$ cat src/rtl/ack_tx_pkg.sv
package ack_tx_pkg;

  typedef enum logic [1:0] {
    ST_IDLE,
    ST_TX,
    ST_WAIT,
    ST_ACK
  } seq_state_e;

  typedef enum logic [2:0] {
    RES_OK      = 3'd0,
    RES_OK_PEND = 3'd1,
    RES_WAIT    = 3'd3,
    RES_NO_ACK  = 3'd5,
    RES_INVALID = 3'd7
  } result_e;

  typedef struct packed {
    logic launch;
    logic enter_wait;
    logic ack_ok;
    logic ack_pend;
    logic no_ack;
  } seq_evt_t;

endpackage

$ cat src/rtl/ack_deadline_cnt.sv
module ack_deadline_cnt #(
  parameter int unsigned WIN_CYC = 32
) (
  input  logic clk_i,
  input  logic rst_ni,
  input  logic load_i,
  input  logic dec_i,
  output logic last_o
);
  localparam int unsigned CNT_W = $clog2(WIN_CYC + 1);

  generate
    if (WIN_CYC <= 1) begin : g_single
      // one-cycle window: every wait cycle is the last one
      assign last_o = 1'b1;
    end else begin : g_count
      logic [CNT_W-1:0] cnt_q;

      always_ff @(posedge clk_i or negedge rst_ni) begin
        if (!rst_ni) begin
          cnt_q <= '0;
        end else if (load_i) begin
          cnt_q <= CNT_W'(WIN_CYC);
        end else if (dec_i && (cnt_q != '0)) begin
          cnt_q <= cnt_q - CNT_W'(1);
        end
      end

      assign last_o = (cnt_q == CNT_W'(1));
    end
  endgenerate

endmodule

$ cat src/rtl/ack_tx_ctrl.sv
module ack_tx_ctrl
  import ack_tx_pkg::*;
(
  input  logic       clk_i,
  input  logic       rst_ni,
  input  logic       start_i,
  input  logic       tx_done_i,
  input  logic       ack_start_i,
  input  logic       ack_rx_i,
  input  logic       ack_pend_i,
  input  logic       win_last_i,
  output seq_state_e state_o,
  output seq_evt_t   evt_o,
  output logic       cnt_load_o,
  output logic       cnt_dec_o
);
  seq_state_e state_q, state_d;
  seq_evt_t   evt;

  always_comb begin
    state_d = state_q;
    evt     = '0;
    unique case (state_q)
      ST_IDLE: begin
        if (start_i) begin
          state_d    = ST_TX;
          evt.launch = 1'b1;
        end
      end
      ST_TX: begin
        if (tx_done_i) begin
          state_d        = ST_WAIT;
          evt.enter_wait = 1'b1;
        end
      end
      ST_WAIT: begin
        // an ACK start on the last window cycle still counts
        if (ack_start_i) begin
          state_d = ST_ACK;
        end else if (win_last_i) begin
          state_d    = ST_IDLE;
          evt.no_ack = 1'b1;
        end
      end
      ST_ACK: begin
        if (ack_rx_i) begin
          state_d      = ST_IDLE;
          evt.ack_ok   = 1'b1;
          evt.ack_pend = ack_pend_i;
        end
      end
      default: state_d = ST_IDLE;
    endcase
  end

  always_ff @(posedge clk_i or negedge rst_ni) begin
    if (!rst_ni) state_q <= ST_IDLE;
    else         state_q <= state_d;
  end

  assign state_o    = state_q;
  assign evt_o      = evt;
  assign cnt_load_o = evt.enter_wait;
  assign cnt_dec_o  = (state_q == ST_WAIT);

endmodule

$ cat src/rtl/ack_result_reg.sv
module ack_result_reg
  import ack_tx_pkg::*;
(
  input  logic       clk_i,
  input  logic       rst_ni,
  input  seq_evt_t   evt_i,
  output logic [2:0] result_o,
  output logic       irq_o
);
  logic [2:0] result_q;
  logic       irq_q;

  always_ff @(posedge clk_i or negedge rst_ni) begin
    if (!rst_ni) begin
      result_q <= RES_INVALID;
      irq_q    <= 1'b0;
    end else begin
      irq_q <= evt_i.ack_ok | evt_i.no_ack;
      if (evt_i.launch)          result_q <= RES_INVALID;
      else if (evt_i.enter_wait) result_q <= RES_WAIT;
      else if (evt_i.ack_ok)     result_q <= evt_i.ack_pend ? RES_OK_PEND : RES_OK;
      else if (evt_i.no_ack)     result_q <= RES_NO_ACK;
    end
  end

  assign result_o = result_q;
  assign irq_o    = irq_q;

endmodule

$ cat src/rtl/ack_tx_seq.sv
module ack_tx_seq
  import ack_tx_pkg::*;
#(
  parameter int unsigned TURN_CYC    = 12,
  parameter int unsigned BACKOFF_CYC = 20
) (
  input  logic       clk_i,
  input  logic       rst_ni,
  input  logic       start_i,
  input  logic       tx_done_i,
  input  logic       ack_start_i,
  input  logic       ack_rx_i,
  input  logic       ack_pend_i,
  output logic       tx_req_o,
  output logic       rx_on_o,
  output logic       busy_o,
  output logic [2:0] result_o,
  output logic       irq_o
);
  localparam int unsigned WIN_CYC = TURN_CYC + BACKOFF_CYC;

  seq_state_e state;
  seq_evt_t   evt;
  logic       cnt_load, cnt_dec, win_last;

  ack_tx_ctrl u_ctrl (
    .clk_i      (clk_i),
    .rst_ni     (rst_ni),
    .start_i    (start_i),
    .tx_done_i  (tx_done_i),
    .ack_start_i(ack_start_i),
    .ack_rx_i   (ack_rx_i),
    .ack_pend_i (ack_pend_i),
    .win_last_i (win_last),
    .state_o    (state),
    .evt_o      (evt),
    .cnt_load_o (cnt_load),
    .cnt_dec_o  (cnt_dec)
  );

  ack_deadline_cnt #(.WIN_CYC(WIN_CYC)) u_deadline (
    .clk_i (clk_i),
    .rst_ni(rst_ni),
    .load_i(cnt_load),
    .dec_i (cnt_dec),
    .last_o(win_last)
  );

  ack_result_reg u_result (
    .clk_i   (clk_i),
    .rst_ni  (rst_ni),
    .evt_i   (evt),
    .result_o(result_o),
    .irq_o   (irq_o)
  );

  assign busy_o   = (state != ST_IDLE);
  assign tx_req_o = (state == ST_TX);
  assign rx_on_o  = (state == ST_WAIT) || (state == ST_ACK);

endmodule

$ cat config.mk
export PLATFORM = sky130hd
export DESIGN_NAME = ack_tx_seq
export DESIGN_NICKNAME = d
export VERILOG_FILES = /design/src/rtl/ack_tx_pkg.sv /design/src/rtl/ack_deadline_cnt.sv /design/src/rtl/ack_tx_ctrl.sv /design/src/rtl/ack_result_reg.sv /design/src/rtl/ack_tx_seq.sv
export SDC_FILE = /design/constraint.sdc
export NUM_CORES = 1
export LEC_CHECK = 0
export ABC_AREA = 1
export BUFFER_PORTS_ARGS = -buffer_cell sky130_fd_sc_hd__buf_2
export CAP_MARGIN = 15
export CORE_MARGIN = 10
export CORE_UTILIZATION = 53
export CTS_CLUSTER_DIAMETER = 200
export DETAILED_ROUTE_END_ITERATION = 6
export PLACE_DENSITY = 0.76
export SYNTH_ARGS = -nofsm -noshare
export SYNTH_HDL_FRONTEND = slang
export SYNTH_SLANG_ARGS = --single-unit
$ cat constraint.sdc
create_clock -name clk_i -period 1.3 [get_ports clk_i]
set_input_delay 0.26 -clock clk_i [delete_from_list [all_inputs] [get_ports clk_i]]
set_output_delay 0.26 -clock clk_i [all_outputs]
set_load 0.05 [all_outputs]
# Word-level counts from Yosys, hierarchy flattened
# Cells that the tools add are included.
# word_totals
register_bits	12
latch_bits	0
ram_bits	0
rom_bits	0
input_bits	7
output_inout_bits	7
word_cells	44
mem_count	0
# op_classes
n_addsub	1
n_mul	0
n_div	0
order_cmp	0
n_eq_ne	8
shift	0
n_mux	22
n_bitwise	1
reduce_logical	8
# ops
cell	n
2-bit two-way mux	7
3-bit two-way mux	4
6-bit two-way mux	2
1-bit two-way mux	8
2-bit case mux with 4 select lines	1
6-bit by 1-bit equality test with 1-bit output, second input constant	1
2-bit inequality test, second input constant	3
6-bit nonzero test	1
6-bit by 1-bit subtractor with 6-bit output, second input constant	1
2-bit equality test, second input constant	2
4-bit AND reduction	1
2-bit nonzero test	2
4-bit nonzero test	1
3-bit inequality test, second input constant	1
2-bit by 1-bit equality test with 1-bit output, second input constant	1
2-bit zero test	1
1-bit logical AND	1
1-bit logical OR	1
1-bit OR	1

# Depth between registers and ports, before layout
# depth
word_depth	8
mapped_depth	8
mapped_depth_nobuf	8

# Modules after synthesis
# From an unflattened synthesis, not the netlist that was laid out.
# unflattened
cells_unflattened	119
hier_area_um2	864.6
# by_module_without_submodules
module	instances	cells_each	area_each_um2	seq_area_each_um2
ack_deadline_cnt	1	56	450.4	150.1
ack_tx_ctrl	1	35	211.5	50.0
ack_result_reg	1	23	183.9	103.8
ack_tx_seq	1	5	18.8	0.0

# Least setup slack after synthesis
# OpenSTA, ideal clock, no wires.
# synth_timing
path_kind	reg-to-output
start	reg u_ctrl.state_q[1] (netlist: u_ctrl.state_o[1])
end	out tx_req_o
arrival_ns	0.960
t_required_ns	1.040
path_slack_ns	0.080
path_stages_with_launch	4
path_buffers	0
cell_sequence	dfrtp_1 > inv_2 > nand2_1 > inv_1
# synth_between
elab_chain_len	1
# synth_rtl
element	line	text
start, declared	ack_tx_ctrl.sv:17	seq_state_e state_q, state_d;
start signal, assigned	ack_tx_ctrl.sv:58	else state_q <= state_d;
2-bit by 1-bit equality test with 1-bit output	ack_tx_seq.sv:58	assign tx_req_o = (state == ST_TX);
end, declared	ack_tx_seq.sv:14	output logic tx_req_o,
# Every way passes these cells.

# Final worst setup path
# layout_timing
start	reg u_ctrl.state_q[0] (netlist: u_ctrl.state_o[0])
end	reg u_deadline.g_count.cnt_q[4]
# layout_between
elab_chain_len	3
elab_cells_between_ends	6
cone_classes	2 x eq/ne; 2 x mux; 2 x reduce/logical
# layout_rtl
element	line	text
2-bit by 1-bit equality test with 1-bit output or 2-bit equality test (tied branches)	ack_tx_ctrl.sv:23, ack_tx_ctrl.sv:64	
1-bit two-way mux or 1-bit logical AND (tied branches)	ack_tx_ctrl.sv:23, ack_deadline_cnt.sv:24	
6-bit two-way mux or 2-bit nonzero test (tied branches)	--	
end signal, assigned	ack_deadline_cnt.sv:23	cnt_q <= CNT_W'(WIN_CYC);
end signal, assigned	ack_deadline_cnt.sv:25	cnt_q <= cnt_q - CNT_W'(1);
end, declared	ack_deadline_cnt.sv:17	logic [CNT_W-1:0] cnt_q;
# Several ways; a longest one is shown, not always the timed one.
# A chain may end at the register's enable or synchronous reset.

==> key figures <==
Die
  • Core Region: ~0.0014 mm^2
  • Starting Density: 58.3%
  • Core Rows: 13
  • Die area: approximately 0.0034 mm^2
  • Die H: 58.5 um
  • I/O pin count: 14
  • Die W: 58.5 um

STA
  • TNS Setup: -0.160 ns
  • Setup WS post-layout: -0.0362 ns
  • RSZ-0062 raised after global routing: yes
  • Worst slew pin tran: about 0.28 ns
  • Max-slew headroom: 81.5%
  • Final Hold Vio Count: 0
  • Part of the cycle the worst path needs: 103%
  • Max Clock Freq: between 0.7 and 0.8 GHz
  • Final Setup Violations: 6
  • Pins Over Slew Limit: 0
  • Clock skew: 0.00114 ns
  • Clock period minus worst slack: roughly 1.3 ns

Place
  • GP Congestion: 0.766
  • Number of buffers added on ports: 13
  • DP Wirelength: 1270 um
  • Placed Area: 886 um^2
  • Placed Instances: 130

Power and ir drop
  • P per Cell Area: 2850 mW/mm^2
  • Total Power: 3070 uW
  • Worst VDD drop: 1.72 mV
  • Static Leak: 0.000576 uW

Final layout
  • Diodes inserted: 0
  • Share of cells above drive strength 1: 43.4%
  • Fill count: 95
  • Nets: between 100 and 150
  • Area of the multi-input gates: ~440 um^2
  • Cell area after layout: 0.00108 mm^2
  • Non-filler cells, final: around 140
  • Area Growth Syn to Fin: 36.9%
  • FF/Latch Area: 307 um^2

Global routing
  • Vias in the first global route: 773
  • Remaining Overflow, GRT: 0
  • Most Crowded Layer GR: met2
  • Met2 Usage GRT: 19.1%
  • First-pass GRT wire length: 3170 um
  • Antenna violations before repair: 0
  • Global-route met3 utilization: ~3.4%
  • Largest net degree at the start of global routing: 13
  • Routing usage on met1: 12.9%
  • All-layer global routing usage: around 11%

Routing
  • DR iter-0 viols: 22
  • Routed vias/inst: ~5.3
  • Routed WL per cell: 13.8 um
  • DRT antenna net count: 0
  • DRT Wirelength: 1990 um
  • DR vias: 769
  • DRC viols: 0
  • First drt pass iteration count: 4

Logic synthesis
  • Synth Instances: 100
  • Mean Syn Cell Area: 7.87 um^2
  • Seq cells post-synth: 12
  • Post-synth top cells: nand2_1, inv_1, nand3_1
  • Share of the synthesized area in the top cell type: 28.6%
  • Syn_nets: 110
  • Number of synthesized flops with an enable pin: 0
  • Synth top area cells: dfrtp_1, nand2_1, dfstp_2
  • Netlist cell types: 27
  • Mapped cell area: around 800 um^2
  • Largest area contributor in the netlist: dfrtp_1
  • Yosys warning count: 0
  • Most used flip-flop cell after synthesis: dfrtp_1
  • Most frequent cell after synthesis: nand2_1
  • Post-synth ARST share: 100%
  • Seq/Total Area, Yosys: 38.6%

Setup path
  • Worst Path Required: 1.46 ns
  • CP Depth: 8
  • Reg2reg setup slack: -0.04 ns
  • Reg2reg end: u_deadline.g_count.cnt_q[4]
  • Crit-path slowest cell: dfrtp_2
  • Reg2Reg Depth: 8
  • CP Class: flop to flop
  • CP peak stage delay: 0.47 ns
  • Crit path buf inv count: 3
  • Worst Setup Start Kind: flop
  • Cell family with the largest share of critical-path delay: flip-flops
  • Element type at the critical path end: flop
  • Cell breakdown of the critical path: buf_4, buf_4, nor2_8, nand2_4, nand2_4, clkinv_4, nand2_1, nand2_1
  • Crit path DAT: 1.50 ns
  • Reg2reg start: u_ctrl.state_o[0]
  • Critical Path Fanout Max: 6

Clock tree
  • Clock sinks: 12
  • Total CTS buffers: 3
  • Root buf cell: clkbuf_4
  • TritonCTS clock tree: yes
  • H-Tree Depth: 1
  • Max clock buf depth: 2
  • Clock-pin slew on the worst setup and hold paths: approximately 0.08 ns
  • Worst-Skew Late Latency: 0.27 ns

Worst hold path
  • WHS Path Cells: 4
  • Startpoint of the worst hold path: ack_pend_i
  • Hold Path Sink: u_result.result_o[0]
  • Worst min path class: primary input to flop

Status
  • Failing checks: negative setup slack
  • Outcome: finished, violations left

Run
  • Max-cap violations: 0
cell usage in the layout, fill, tap and decap left out, drive strengths merged:
cell          n
nand2        35
nor2          6
dlygate4sd3   1
dfstp         3
buf          26
clkinv        2
o211ai        1
nand4         3
inv          14
nor3          1
clkbuf        4
dfrtp         9
nand3        12
o22ai         1
ha            3
o21ai         1
or2           1
xor2          1
nand3b        4
a21boi        1
state kept, by name, indices dropped and copies added (netlist names):
name and cells:
u_ctrl.state_o 2, u_deadline.g_count.cnt_q 6, u_result.irq_o 1, u_result.result_o 3
cell type report:
cell class | instances | area share, %
Sequential cell | 12 | 28.5
Inverter | 16 | 6.27
Multi-Input combinational cell | 70 | 41.0
Timing Repair Buffer | 27 | 19.2
Clock buffer | 4 | 3.37
Tap cell | 15 | 1.74
layer usage:
| metal | up-vias | share of wire, % |
|---|---|---|
| met5 | - | 0 |
| met4 | 0 | 1.1 |
| met3 | 4 | 7.4 |
| met2 | 33 | 48 |
| met1 | 356 | 44 |
| li1 | 376 | - |
worst reg2reg max path, cell delays in order, from the launching register on:
cell and delay (ns):
dfrtp_2 0.47, buf_4 0.15, buf_4 0.14, nor2_8 0.11, nand2_4 0.07, nand2_4 0.11, clkinv_4 0.07, nand2_1 0.06
nand2_1 0.05
cells by family after synthesis:
logic type / synth area share (%)
and+or+nand+nor: 41.3
buffers and inverters: 10.2
DFF: 38.6
AOI/OAI and AO/OA: 3.97
adders and majority gates: 4.77
xor gates and xnor gates: 1.11
power breakdown:
group          internal [uW]  leakage (uW)  total [uW]  switching (uW)
Combinational            814      0.000416        2030            1210
Sequential               566      0.000140         744             179
Clock                    170     0.0000210         295             125
what timing repair did:
action | 4_1_cts | 5_1_grt
gates cloned | 0 | 0
pin swaps | 0 | 4
endpoints found under the hold margin | 9 | 0
hold buffers | 1 | 0
buffers inserted | 4 | 5
setup endpoints to repair | 5 | 12
gates resized for setup | 13 | 16
stage by stage:
stage / utilization (%) / worst slack [ns] / hold slack [ns]
6_report: 79.8 / -0.0362 / 0.298
5_1_grt: 79.8 / -0.0966 / 0.338
4_1_cts: 73.8 / -0.0212 / 0.305
3_5_place_dp: 65.6 / 0.0246 / 0.152
3_3_place_gp: 65.6 / 0.0494 / 0.150
2_1_floorplan: - / 0.0804 / -0.0356
worst max-delay path by stage:
stage / slack, ns / to / start
global placement: 0.05 / u_deadline.g_count.cnt_q[4] / u_ctrl.state_o[0]
global route: -0.1 / u_deadline.g_count.cnt_q[3] / u_deadline.g_count.cnt_q[4]
CTS: -0.02 / busy_o / u_ctrl.state_o[1]
detailed placement: 0.02 / u_deadline.g_count.cnt_q[4] / u_ctrl.state_o[0]
floorplan: 0.08 / tx_req_o / u_ctrl.state_o[1]
finish: -0.04 / u_deadline.g_count.cnt_q[4] / u_ctrl.state_o[0]
Power figures use the tool's default switching activity.
